## src/rtl/pscan_pkg.sv

```systemverilog
// Shared constants and state type for the protocol discovery scanner.
// Assumes the discovery dword layout: index [7:0] in requests;
// vendor ID [15:0], protocol [23:16], next index [31:24] in replies.
package pscan_pkg;
    localparam int VID_W  = 16;
    localparam int TYPE_W = 8;
    localparam int IDX_W  = 8;
    localparam int DW_W   = 32;

    typedef enum logic [2:0] {
        ST_ABORT_REQ,
        ST_ABORT_WAIT,
        ST_DISC_REQ,
        ST_DISC_WAIT,
        ST_DONE
    } scan_state_e;
endpackage

```

## src/rtl/pscan_table.sv

```systemverilog
// Pair table: stores (vendor ID, protocol) pairs in consecutive slots and
// matches a lookup pair against every filled slot in parallel.
// Assumes wr_en is only raised while the table is not full.
module pscan_table
    import pscan_pkg::*;
#(
    parameter int DEPTH = 4,
    localparam int CNT_W = $clog2(DEPTH + 1)
) (
    input  logic              clk,
    input  logic              rst_n,
    input  logic              wr_en,
    input  logic [VID_W-1:0]  wr_vid,
    input  logic [TYPE_W-1:0] wr_type,
    input  logic [VID_W-1:0]  lk_vid,
    input  logic [TYPE_W-1:0] lk_type,
    output logic              hit,
    output logic              full,
    output logic [CNT_W-1:0]  count
);
    logic [DEPTH-1:0] match;

    assign full = (count == CNT_W'(DEPTH));
    assign hit  = |match;

    // Fill counter: advances on each accepted write.
    always_ff @(posedge clk) begin
        if (!rst_n)
            count <= '0;
        else if (wr_en && !full)
            count <= count + 1'b1;
    end

    for (genvar g = 0; g < DEPTH; g++) begin : g_slot
        logic              valid_q;
        logic [VID_W-1:0]  vid_q;
        logic [TYPE_W-1:0] type_q;

        // Slot g captures the pair written while count points at it.
        always_ff @(posedge clk) begin
            if (!rst_n) begin
                valid_q <= 1'b0;
                vid_q   <= '0;
                type_q  <= '0;
            end else if (wr_en && !full && count == CNT_W'(g)) begin
                valid_q <= 1'b1;
                vid_q   <= wr_vid;
                type_q  <= wr_type;
            end
        end

        assign match[g] = valid_q && (vid_q == lk_vid) && (type_q == lk_type);
    end
endmodule

```

## src/rtl/pscan_fsm.sv

```systemverilog
// Scan sequencer: issues the abort, then walks the discovery chain and
// decides for each reply whether to store, continue, finish or fail.
// Assumes rsp_valid is a one-cycle strobe arriving after request acceptance.
module pscan_fsm
    import pscan_pkg::*;
#(
    parameter int             LEN_W   = 18,
    parameter logic [15:0]    STD_VID = 16'h0001
) (
    input  logic              clk,
    input  logic              rst_n,
    output logic              req_valid,
    input  logic              req_ready,
    output logic              req_abort,
    output logic [VID_W-1:0]  req_vid,
    output logic [TYPE_W-1:0] req_type,
    output logic [DW_W-1:0]   req_data,
    input  logic              rsp_valid,
    input  logic              rsp_err,
    input  logic [LEN_W-1:0]  rsp_len,
    input  logic [DW_W-1:0]   rsp_data,
    input  logic              tbl_full,
    output logic              wr_en,
    output logic [VID_W-1:0]  wr_vid,
    output logic [TYPE_W-1:0] wr_type,
    output logic              done,
    output logic              err,
    output logic              failed
);
    scan_state_e      state;
    logic [IDX_W-1:0] idx_q;
    logic             rsp_good;
    logic [IDX_W-1:0] next_idx;

    assign next_idx  = rsp_data[31:24];
    assign rsp_good  = !rsp_err && (rsp_len == LEN_W'(1)) && !tbl_full;
    assign req_valid = (state == ST_ABORT_REQ) || (state == ST_DISC_REQ);
    assign req_abort = (state == ST_ABORT_REQ);
    assign req_vid   = req_abort ? '0 : STD_VID;
    assign req_type  = '0;
    assign req_data  = req_abort ? '0 : {{(DW_W-IDX_W){1'b0}}, idx_q};
    assign wr_en     = (state == ST_DISC_WAIT) && rsp_valid && rsp_good;
    assign wr_vid    = rsp_data[15:0];
    assign wr_type   = rsp_data[23:16];

    // Sequencer state, current index and result flags.
    always_ff @(posedge clk) begin
        if (!rst_n) begin
            state  <= ST_ABORT_REQ;
            idx_q  <= '0;
            done   <= 1'b0;
            err    <= 1'b0;
            failed <= 1'b0;
        end else begin
            case (state)
                ST_ABORT_REQ:
                    if (req_ready) state <= ST_ABORT_WAIT;
                ST_ABORT_WAIT:
                    if (rsp_valid) begin
                        if (rsp_err) begin
                            failed <= 1'b1;
                            err    <= 1'b1;
                            done   <= 1'b1;
                            state  <= ST_DONE;
                        end else begin
                            idx_q <= '0;
                            state <= ST_DISC_REQ;
                        end
                    end
                ST_DISC_REQ:
                    if (req_ready) state <= ST_DISC_WAIT;
                ST_DISC_WAIT:
                    if (rsp_valid) begin
                        if (!rsp_good) begin
                            err   <= 1'b1;
                            done  <= 1'b1;
                            state <= ST_DONE;
                        end else if (next_idx == '0) begin
                            done  <= 1'b1;
                            state <= ST_DONE;
                        end else begin
                            idx_q <= next_idx;
                            state <= ST_DISC_REQ;
                        end
                    end
                default:
                    state <= ST_DONE;
            endcase
        end
    end
endmodule

```

## src/rtl/mbox_proto_scan.sv

```systemverilog
// Top of the protocol discovery scanner: joins the sequencer and the pair
// table, and gates lookups (discovery always hits; others miss after error).
// Assumes one requester shared only with this block until scan_done.
module mbox_proto_scan
    import pscan_pkg::*;
#(
    parameter int          TBL_DEPTH = 4,
    parameter int          LEN_W     = 18,
    parameter logic [15:0] STD_VID   = 16'h0001,
    localparam int         CNT_W     = $clog2(TBL_DEPTH + 1)
) (
    input  logic              clk,
    input  logic              rst_n,
    output logic              req_valid,
    input  logic              req_ready,
    output logic              req_abort,
    output logic [15:0]       req_vid,
    output logic [7:0]        req_type,
    output logic [31:0]       req_data,
    input  logic              rsp_valid,
    input  logic              rsp_err,
    input  logic [LEN_W-1:0]  rsp_len,
    input  logic [31:0]       rsp_data,
    input  logic [15:0]       lk_vid,
    input  logic [7:0]        lk_type,
    output logic              lk_hit,
    output logic              scan_done,
    output logic              scan_err,
    output logic              mbox_failed,
    output logic [CNT_W-1:0]  entry_count
);
    logic              wr_en;
    logic [VID_W-1:0]  wr_vid;
    logic [TYPE_W-1:0] wr_type;
    logic              tbl_hit;
    logic              tbl_full;
    logic              is_disc;

    pscan_fsm #(.LEN_W(LEN_W), .STD_VID(STD_VID)) u_fsm (
        .clk(clk), .rst_n(rst_n),
        .req_valid(req_valid), .req_ready(req_ready), .req_abort(req_abort),
        .req_vid(req_vid), .req_type(req_type), .req_data(req_data),
        .rsp_valid(rsp_valid), .rsp_err(rsp_err), .rsp_len(rsp_len),
        .rsp_data(rsp_data), .tbl_full(tbl_full),
        .wr_en(wr_en), .wr_vid(wr_vid), .wr_type(wr_type),
        .done(scan_done), .err(scan_err), .failed(mbox_failed)
    );

    pscan_table #(.DEPTH(TBL_DEPTH)) u_tbl (
        .clk(clk), .rst_n(rst_n),
        .wr_en(wr_en), .wr_vid(wr_vid), .wr_type(wr_type),
        .lk_vid(lk_vid), .lk_type(lk_type),
        .hit(tbl_hit), .full(tbl_full), .count(entry_count)
    );

    assign is_disc = (lk_vid == STD_VID) && (lk_type == '0);
    assign lk_hit  = is_disc || (tbl_hit && !scan_err);
endmodule

```

## config.mk

```make
export PLATFORM = sky130hd
export DESIGN_NAME = mbox_proto_scan
export DESIGN_NICKNAME = d
export VERILOG_FILES = /design/src/rtl/pscan_pkg.sv /design/src/rtl/pscan_table.sv /design/src/rtl/pscan_fsm.sv /design/src/rtl/mbox_proto_scan.sv
export SDC_FILE = /design/constraint.sdc
export NUM_CORES = 1
export LEC_CHECK = 0
export BUFFER_PORTS_ARGS = -buffer_cell sky130_fd_sc_hd__buf_2
export CORE_ASPECT_RATIO = 0.5
export CORE_MARGIN = 2
export CORE_UTILIZATION = 59
export DETAILED_ROUTE_END_ITERATION = 8
export PLACE_DENSITY_LB_ADDON = 0.25
export SLEW_MARGIN = 10
export SYNTH_ARGS = -nofsm -noshare
export SYNTH_HDL_FRONTEND = slang
export SYNTH_HIERARCHICAL = 1
export SYNTH_SLANG_ARGS = --single-unit
```

## constraint.sdc

```tcl
create_clock -name clk -period 6.2 [get_ports clk]
set_input_delay 1.86 -clock clk [delete_from_list [all_inputs] [get_ports clk]]
set_output_delay 1.86 -clock clk [all_outputs]
set_load 0.05 [all_outputs]
```

# Word-level counts from Yosys, hierarchy flattened
# Index checks and enable logic that the tools add are counted.
# totals
register_bits,117
input_bits,79
out_inout_bits,65
wordCells,106
# op_classes
add_sub_neg,1
n_eq_ne,27
mux,25
n_reduce_logical,35
# ops
cell,count
== test 16 bit,4
2-to-1 mux 8 bit,6
== test 8 bit,4
2-to-1 mux 3 bit,7
logical AND 1 bit,19
== test 18 x 1 -> 1 bit (second input constant),1
== test 16 x 1 -> 1 bit (second input constant),1
zero test 8 bit,2
!= test 2 bit (second input constant),8
case mux 8 bit (2 select lines),1
== test 3 x 2 -> 1 bit (second input constant),4
case mux 3 bit (4 select lines),1
AND reduction 5 bit,2
2-to-1 mux 1 bit,8
== test 3 x 1 -> 1 bit (second input constant),2
zero test 3 bit,2
AND reduction 6 bit,1
case mux 1 bit (2 select lines),2
AND reduction 4 bit,1
OR reduction 4 bit,1
adder 3 x 1 -> 3 bit (second input constant),1
== test 3 bit (second input constant),1
zero test 1 bit,3
!= test 3 bit (second input constant),1
4 further kinds,5

# Depth between registers and ports, before layout
# Gate-level depths: netlist (run 1).
# logic_depth
ltp_word,6
ltp_mapped,13
depth_no_buf,11

# Cells and area by module
# Netlist (run 1), hierarchy kept.
# modules_own_cells
mod,n_inst,cells_each,area_per_inst_um2,seq_area_each_um2
pscan_table,1,596,5003.5,2062.0
pscan_fsm,1,145,1248.7,280.3
mbox_proto_scan,1,10,91.3,0.0

# Least setup slack after synthesis (run 1)
# Ideal clock, no wire load.
# synth_path
path_kind,input to output
startpoint,input lk_type[0]
endpoint,output lk_hit
arrival_time_ps,3285
required_time_ps,4340
slack_ps,1055
cell_stages,8
path_buffers,1
path_cell_list,clkbuf_1 > xnor2_1 > nand4_1 > nor4_1 > nand4_1 > nand4_1 > inv_1 > o22ai_2
# synth_between
elab_chain_len,5
elab_cells_between_ends,13
cone_classes,4 x eq/ne; 9 x reduce/logical
# synth_lines
element,line,text
from (decl),mbox_proto_scan.sv:25,"input logic [7:0] lk_type,"
== test 8 bit,pscan_table.sv:52,assign match[g] = valid_q && (vid_q == lk_vid) && (type_q == lk_type);
logical AND 1 bit,pscan_table.sv:52,
OR reduction 4 bit (*),pscan_table.sv:24,assign hit = |match;
net tbl_hit,mbox_proto_scan.sv:35,logic tbl_hit;
logical AND 1 bit (*),mbox_proto_scan.sv:57,assign lk_hit = is_disc || (tbl_hit && !scan_err);
logical OR 1 bit (*),mbox_proto_scan.sv:57,
to (decl),mbox_proto_scan.sv:26,"output logic lk_hit,"
# Mark *: on every way through the listed nets, which the timed path passes. The rest lies on a longest branch.

# Final worst setup path (run 1)
# layout_path
startpoint,input lk_vid[13]
endpoint,output lk_hit
# layout_between
elab_chain_len,6
elab_cells_between_ends,17
cone_classes,5 x eq/ne; 12 x reduce/logical
# layout_lines
element,line,text
from (decl),mbox_proto_scan.sv:24,"input logic [15:0] lk_vid,"
== test 16 bit,pscan_table.sv:52,
logical AND 1 bit (2 in series),pscan_table.sv:52,
OR reduction 4 bit (*),pscan_table.sv:24,
net tbl_hit,mbox_proto_scan.sv:35,
logical AND 1 bit (*),mbox_proto_scan.sv:57,
logical OR 1 bit (*),mbox_proto_scan.sv:57,
# Marked as above.

==> results of run 1 <==
[power breakdown]
group | internal [mW] | leakage [nW] | switching [mW]
clock | 0.662 | 0.294 | 0.352
sequential | 0.755 | 0.943 | 0.00355
combinational | 0.0539 | 1.45 | 0.148
[state kept, by name, indices dropped and copies added, names as in the netlist]
register	flops
u_fsm/err	1
u_tbl/count	3
u_fsm/state	3
u_tbl/g_slot.type_q	32
u_fsm/idx_q	8
u_tbl/g_slot.vid_q	64
u_tbl/g_slot.valid_q	4
u_fsm/done	1
u_fsm/failed	1
[layout by cell type (no fill, tap or decap), types with 2 or more instances in the layout]
cell,Yosys,final
sky130_fd_sc_hd__a21boi_0,70,70
sky130_fd_sc_hd__a21boi_1,27,27
sky130_fd_sc_hd__a21oi_1,2,2
sky130_fd_sc_hd__a22o_1,8,8
sky130_fd_sc_hd__and2_1,2,2
sky130_fd_sc_hd__and2_4,2,2
sky130_fd_sc_hd__and3_1,3,3
sky130_fd_sc_hd__buf_2,10,96
sky130_fd_sc_hd__buf_4,78,2
sky130_fd_sc_hd__bufinv_16,0,3
sky130_fd_sc_hd__clkbuf_16,0,17
sky130_fd_sc_hd__clkbuf_8,0,3
sky130_fd_sc_hd__clkinv_2,0,3
sky130_fd_sc_hd__clkinv_4,0,2
sky130_fd_sc_hd__clkinvlp_4,0,4
sky130_fd_sc_hd__conb_1,1,47
sky130_fd_sc_hd__dfxtp_1,117,117
sky130_fd_sc_hd__ha_1,5,5
sky130_fd_sc_hd__inv_1,5,5
sky130_fd_sc_hd__nand2_1,205,205
sky130_fd_sc_hd__nand2b_1,2,2
sky130_fd_sc_hd__nand4_1,19,19
sky130_fd_sc_hd__nor2_1,5,5
sky130_fd_sc_hd__nor2b_1,11,11
sky130_fd_sc_hd__nor3_1,9,9
sky130_fd_sc_hd__nor4_1,14,14
sky130_fd_sc_hd__nor4_2,6,6
sky130_fd_sc_hd__o21a_1,8,8
sky130_fd_sc_hd__o21ai_0,4,4
sky130_fd_sc_hd__xnor2_1,53,53
sky130_fd_sc_hd__xor2_1,44,44
[cells in the mapped netlist, drive strengths merged]
cell	n	area [µm²]
dfxtp	117	2340
o21a	8	60.1
xor2	44	385
o21ai	5	36.3
nor4	21	184
a211oi	1	7.51
xnor2	53	464
nand4	20	131
nor3	10	55.1
clkbuf	21	78.8
nor2b	11	68.8
and3	3	18.8
nor2	7	50.1
or4	2	18.8
buf	91	669
nor4b	2	23.8
a22o	8	70.1
inv	6	22.5
a21oi	2	10.0
nand2	206	776
and2	4	30.0
conb	1	3.75
nor3b	1	7.51
o22ai	2	18.8
nand3b	1	7.51
nand2b	2	12.5
a21boi	97	728
ha	5	62.6
[worst min path at each step]
stage,startpoint,endpoint,slack (ns),cells after the start
after floorplan,u_tbl/g_slot[3].valid_q,u_tbl/g_slot[3].valid_q,0.44,1
after global placement,u_tbl/g_slot[1].valid_q,u_tbl/g_slot[1].valid_q,0.45,1
after detailed placement,u_tbl/g_slot[2].valid_q,u_tbl/g_slot[2].valid_q,0.45,1
after CTS,u_tbl/g_slot[2].valid_q,u_tbl/g_slot[2].valid_q,0.47,1
after global routing,u_tbl/g_slot[0].valid_q,u_tbl/g_slot[0].valid_q,0.47,1
final,u_tbl/g_slot[3].type_q[5],u_tbl/g_slot[3].type_q[5],0.46,2
[worst max-delay path: cells and delay by family]
family          cells  cell delay (ns)
buf+inv             3             0.49
xor+xnor            1             0.33
simple gates        4             0.73
compound gates      1             0.18
[per-stage QoR]
stage          hold slack, ns  total power [mW]  utilization, %
2_1_floorplan           0.440             0.948               -
3_3_place_gp            0.446             0.974            62.2
3_5_place_dp            0.453             0.973            62.2
4_1_cts                 0.465              1.99            68.2
5_1_grt                 0.471              2.04            68.2
6_report                0.465              1.97            68.2
[cell families (layout without fill, tap and decap cells)]
logic type | after synthesis | count (layout) | synth area share, %
other cells | 1 | 47 | 0.0591
simple gates | 290 | 290 | 21.8
xor+xnor | 97 | 97 | 13.4
compound gates | 123 | 123 | 14.7
buf+inv | 118 | 136 | 12.1
flops | 117 | 117 | 36.9
fa+ha+maj | 5 | 5 | 0.986
[per-layer routing]
metal / up-vias / GRT usage, % / wire length (µm)
met5: - / 0 / 13
li1: 2455 / - / -
met4: 2 / 7.29 / 195
met1: 2348 / 40.6 / 7300
met3: 23 / 8.45 / 1830
met2: 290 / 43.1 / 6990
[layout make-up]
| cell class | count | area share [%] |
|---|---|---|
| clock buffers | 20 | 6.61 |
| clock inverters | 12 | 2.16 |
| inverters | 6 | 0.319 |
| multi-input cells | 562 | 48.2 |
| flip-flops and latches | 117 | 33.2 |
| well taps | 140 | 2.48 |
| repair buffers | 98 | 7.02 |
==> flow_metrics.env, run 1 <==
export IMPL_status="completed"
export IMPL_drt_drc_violations_left=0
export IMPL_fillCellCount=871
export IMPL_setup_worst_path_end_class="output port"
export IMPL_root_buffer="sky130_fd_sc_hd__clkbuf_16"
export IMPL_cts_resized=0
export IMPL_via_count_of_the_first_global_routing_pass=4753
export IMPL_placed_area_mm2=0.00644
export IMPL_grtUsageTotal_pct=28.8
export IMPL_number_of_warnings_reported_in_the_yosys_synthesis_log=6
export IMPL_regToRegEndpoint="u_tbl/g_slot[0].type_q[6]"
export IMPL_clock_sink_count=117
export IMPL_post_cts_hold_buffer_count=0
export IMPL_placement_setup_worst_slack_ns=0.814
export IMPL_final_setup_worst_slack_ns=0.741
export IMPL_setup_viol=0
export IMPL_post_dp_hpwl_um=10900
export IMPL_power_static_leakage_nw=2.68
export IMPL_grt_pass1_wl_um=25200
export IMPL_cts_reportedPaths_clkPinSlew_ns=0.05
export IMPL_design_portCount=144
export IMPL_final_min_clock_period_ns=5.46
export IMPL_initial_core_util_pct=61.3
export IMPL_number_of_buffers_inserted_during_clock_tree_synthesis=17
export IMPL_seq_area_frac_synth_pct=36.9
export IMPL_floorplan_die_height_um=77.3
export IMPL_post_synth_cell_area_avg_um2=8.45
export IMPL_timing_final_max_slew_violations=0
export IMPL_dr_total_vias=5118
export IMPL_syn_instance_count=751
export IMPL_total_die_area_mm2=0.0116
export IMPL_wire_per_inst_um=17.1
export IMPL_count_of_cell_types_in_the_netlist=44
export IMPL_timing_final_hold_violations=0
export IMPL_antenna_cells=0
export IMPL_series_of_cell_instances_along_the_critical_path="buf_2 > xnor2_1 > nand4_1 > nor4_1 > nand4_1 > nand4_1 > inv_1 > o22ai_2 > buf_2"
export IMPL_core_area_mm2=0.0103
export IMPL_post_place_cells=923
export IMPL_multiInputGateArea_mm2=0.00340
export IMPL_global_route_congestion_overflow_total=0
export IMPL_row_count=26
export IMPL_worst_ep_arrival_time_ns=3.60
export IMPL_crit_slowest_cell="sky130_fd_sc_hd__xnor2_1"
export IMPL_die_width_um=151
export IMPL_clock_insertion_delay_worst_skew_ns=0.41
export IMPL_power_density_cell_area_mw_per_mm2=280
export IMPL_post_drt_via_cell_ratio=5.36
export IMPL_timing_clock_skew_ns=0.00738
export IMPL_timing_critical_path_slowest_cell_delay_ns=0.33
export IMPL_timing_worst_setup_path_type="in2out"
export IMPL_clock_fmax_mhz=183
export IMPL_timing_critical_path_from="lk_vid[13]"
export IMPL_setup_tns_final_ns=0
export IMPL_number_of_nets_with_antenna_violations_after_routing=0
export IMPL_synth_ff_latch_count=117
export IMPL_vdd_ir_max_uv=148
export IMPL_grt_start_max_net_pins=111
export IMPL_drt_pass1_iterations=5
export IMPL_totalWireLength_um=16300
export IMPL_worstSetupStartpointType="input port"
export IMPL_crit_required_ns=4.34
export IMPL_final_seq_area_mm2=0.00234
export IMPL_dr_first_iter_drc_count=412
export IMPL_port_buffers=96
export IMPL_layout_worst_path_cycle_share_pct=88.1
export IMPL_netlist_area_mm2=0.00634
export IMPL_setup_reg_to_reg_worst_slack_ns=2.69
export IMPL_r2r_start="u_tbl/count[0]"
export IMPL_htreeDepth=4
export IMPL_worst_slew_margin_rel_pct=12.7
export IMPL_share_of_final_layout_standard_cells_stronger_than_drive_strength_1_pct=18.3
export IMPL_clock_path_buffers=2
export IMPL_min_path_type="reg2reg"
export IMPL_grt_setup_unrepaired="false"
export IMPL_final_cell_area_mm2=0.00706
export IMPL_globalplace_congestion=0.983
export IMPL_cts_tree="yes"
export IMPL_worstPathMaxFanout=5
export IMPL_worst_r2r_path_depth=11
export IMPL_tightest_slew_ns=1.31
export IMPL_grt_antenna_before_repair=1
export IMPL_capturing_element_of_the_worst_setup_path="lk_hit"
export IMPL_area_growth_pct=11.3
export IMPL_critical_path_top_cell_by_count="sky130_fd_sc_hd__nand4_1"
export IMPL_fin_cells=955
export IMPL_design_final_nets=886
export IMPL_cts_repair_timing_setup_buffer_count=0
export IMPL_max_cap_violations=0
Power figures use the tool's default switching activity.
==> run 2: changes to the inputs <==
Settings changed: CORE_MARGIN 2 to 4, CTS_BUF_LIST set to sky130_fd_sc_hd__clkbuf_16.
==> flow_metrics.env, run 2 (synthesized netlist as in run 1, its figures left out) <==
export IMPL_status="completed"
export IMPL_series_of_cell_instances_along_the_critical_path="buf_2 > xnor2_1 > nand4_1 > nor4_1 > nand4_1 > nand4_1 > inv_1 > o22ai_2 > buf_2"
export IMPL_dr_total_vias=5190
export IMPL_setup_tns_final_ns=0
export IMPL_power_total_mw=1.92
export IMPL_worst_ep_arrival_time_ns=3.63
export IMPL_worstSetupStartpointType="input port"
export IMPL_worstPathMaxFanout=5
export IMPL_power_static_leakage_nw=2.67
export IMPL_layout_worst_path_cycle_share_pct=88.5
export IMPL_cts_resized=0
export IMPL_clock_fmax_mhz=182
export IMPL_hold_start="u_tbl/g_slot[3].vid_q[12]"
export IMPL_path_buf_inv=3
export IMPL_post_dp_hpwl_um=11600
export IMPL_timing_clock_skew_ns=0.00857
export IMPL_final_setup_worst_slack_ns=0.710
export IMPL_grt_start_max_net_pins=104
export IMPL_layout_commonest_cell="sky130_fd_sc_hd__nand2_1"
export IMPL_largest_reg_flops=64
export IMPL_setup_worst_path_end_class="output port"
export IMPL_cpLargestDelayFamily="simple AND/OR/NAND/NOR gates"
export IMPL_grtUsageTotal_pct=27.2
export IMPL_final_cell_area_mm2=0.00701
export IMPL_initial_core_util_pct=61.3
export IMPL_post_cts_hold_buffer_count=0
export IMPL_grt_antenna_before_repair=0
export IMPL_clock_sink_count=117
export IMPL_design_final_nets=886
export IMPL_r2r_start="u_tbl/count[0]"
export IMPL_worst_r2r_path_depth=11
export IMPL_fillCellCount=886
export IMPL_timing_hold_worst_path_depth=2
export IMPL_mostFrequentLayoutCells="sky130_fd_sc_hd__nand2_1 (205), sky130_fd_sc_hd__dfxtp_1 (117), sky130_fd_sc_hd__buf_2 (96), sky130_fd_sc_hd__a21boi_0 (70), sky130_fd_sc_hd__xnor2_1 (53)"
export IMPL_global_route_congestion_overflow_total=0
export IMPL_totalWireLength_um=16900
export IMPL_row_count=26
export IMPL_cts_repair_timing_setup_buffer_count=0
export IMPL_tightest_slew_ns=1.26
export IMPL_drt_drc_violations_left=0
export IMPL_placement_setup_worst_slack_ns=0.750
export IMPL_power_density_cell_area_mw_per_mm2=273
export IMPL_globalplace_congestion=0.969
export IMPL_layout_core_utilization_pct=67.8
export IMPL_grt_setup_unrepaired="false"
export IMPL_placed_area_mm2=0.00644
export IMPL_drt_pass1_iterations=5
export IMPL_crit_slowest_cell="sky130_fd_sc_hd__nor4_1"
export IMPL_fin_cells=956
export IMPL_total_die_area_mm2=0.0126
export IMPL_number_of_buffers_inserted_during_clock_tree_synthesis=17
export IMPL_setup_reg_to_reg_worst_slack_ns=2.63
export IMPL_regMostFlops="u_tbl/g_slot.vid_q"
export IMPL_worst_slew_margin_rel_pct=16.1
export IMPL_post_drt_via_cell_ratio=5.43
export IMPL_post_place_cells=923
export IMPL_floorplan_die_height_um=81.3
export IMPL_htreeDepth=4
export IMPL_cts_reportedPaths_clkPinSlew_ns=0.05
export IMPL_clock_path_buffers=2
export IMPL_port_buffers=96
export IMPL_multiInputGateArea_mm2=0.00340
export IMPL_max_cap_violations=0
export IMPL_clock_insertion_delay_worst_skew_ns=0.41
export IMPL_area_growth_pct=10.6
export IMPL_final_seq_area_mm2=0.00234
export IMPL_root_buffer="sky130_fd_sc_hd__clkbuf_16"
export IMPL_core_area_mm2=0.0103
export IMPL_setup_viol=0
export IMPL_worst_case_hold_path_end_point="u_tbl/g_slot[3].vid_q[12]"
export IMPL_timing_final_hold_violations=0
export IMPL_number_of_nets_with_antenna_violations_after_routing=0
export IMPL_timing_final_max_slew_violations=0
export IMPL_timing_critical_path_slowest_cell_delay_ns=0.39
export IMPL_vdd_ir_max_uv=176
export IMPL_critical_path_top_cell_by_count="sky130_fd_sc_hd__nand4_1"
export IMPL_die_width_um=155
export IMPL_min_path_type="reg2reg"
export IMPL_largest_registers_ranked_by_flip_flop_count="u_tbl/g_slot.vid_q (64), u_tbl/g_slot.type_q (32), u_fsm/idx_q (8)"
export IMPL_design_portCount=144
export IMPL_regToRegEndpoint="u_tbl/g_slot[0].vid_q[11]"
export IMPL_final_min_clock_period_ns=5.49
export IMPL_cts_tree="yes"
export IMPL_dr_first_iter_drc_count=547
export IMPL_crit_required_ns=4.34
export IMPL_wire_per_inst_um=17.7
export IMPL_via_count_of_the_first_global_routing_pass=4940
export IMPL_whs_ns=0.463
export IMPL_share_of_final_layout_standard_cells_stronger_than_drive_strength_1_pct=17.4
export IMPL_grt_pass1_wl_um=26100
export IMPL_timing_worst_setup_path_type="in2out"
## run 2: final cells by class
cell class | instances | area share [%]
diodes | 1 | 0.0357
clock buffers | 17 | 6.07
clock inverters | 15 | 2.09
inverters | 6 | 0.321
multi-input cells | 562 | 48.5
flip-flops and latches | 117 | 33.4
well taps | 140 | 2.50
repair buffers | 98 | 7.07
## run 2: layer usage
layer,vias up,global-route usage (%),routed length [µm]
met3,32,7.24,1860
met2,283,41.1,7000
li1,2458,-,-
met4,0,9.87,262
met5,-,0,0
met1,2417,37.6,7770
## run 2: power breakdown
group	internal, mW	total (mW)	switching, mW	leakage [nW]
sequential	0.755	0.758	0.00346	0.943
clock	0.618	0.956	0.338	0.282
combinational	0.0539	0.203	0.149	1.45
## run 2: worst register-to-register path, cell delays in order, from the launching register on
cell,delay [ns]
sky130_fd_sc_hd__dfxtp_1,0.36
sky130_fd_sc_hd__inv_1,0.10
sky130_fd_sc_hd__ha_1,0.25
sky130_fd_sc_hd__and2_4,0.20
sky130_fd_sc_hd__nor4_2,0.16
sky130_fd_sc_hd__nand4_2,0.25
sky130_fd_sc_hd__nor3_1,0.51
sky130_fd_sc_hd__inv_1,0.25
sky130_fd_sc_hd__nor2_1,0.23
sky130_fd_sc_hd__nand2_1,0.71
sky130_fd_sc_hd__nand2_1,0.29
sky130_fd_sc_hd__a21boi_0,0.12
## run 2: worst max path at each step
| stage | start | to | slack, ns | depth (start not counted) |
|---|---|---|---|---|
| final | lk_vid[9] | lk_hit | 0.71 | 9 |
| after floorplan | lk_type[0] | lk_hit | 1.05 | 8 |
| after detailed placement | lk_vid[9] | lk_hit | 0.75 | 9 |
| after global placement | lk_vid[9] | lk_hit | 0.74 | 9 |
| after global routing | lk_vid[9] | lk_hit | 0.60 | 9 |
| after CTS | lk_vid[9] | lk_hit | 0.75 | 9 |
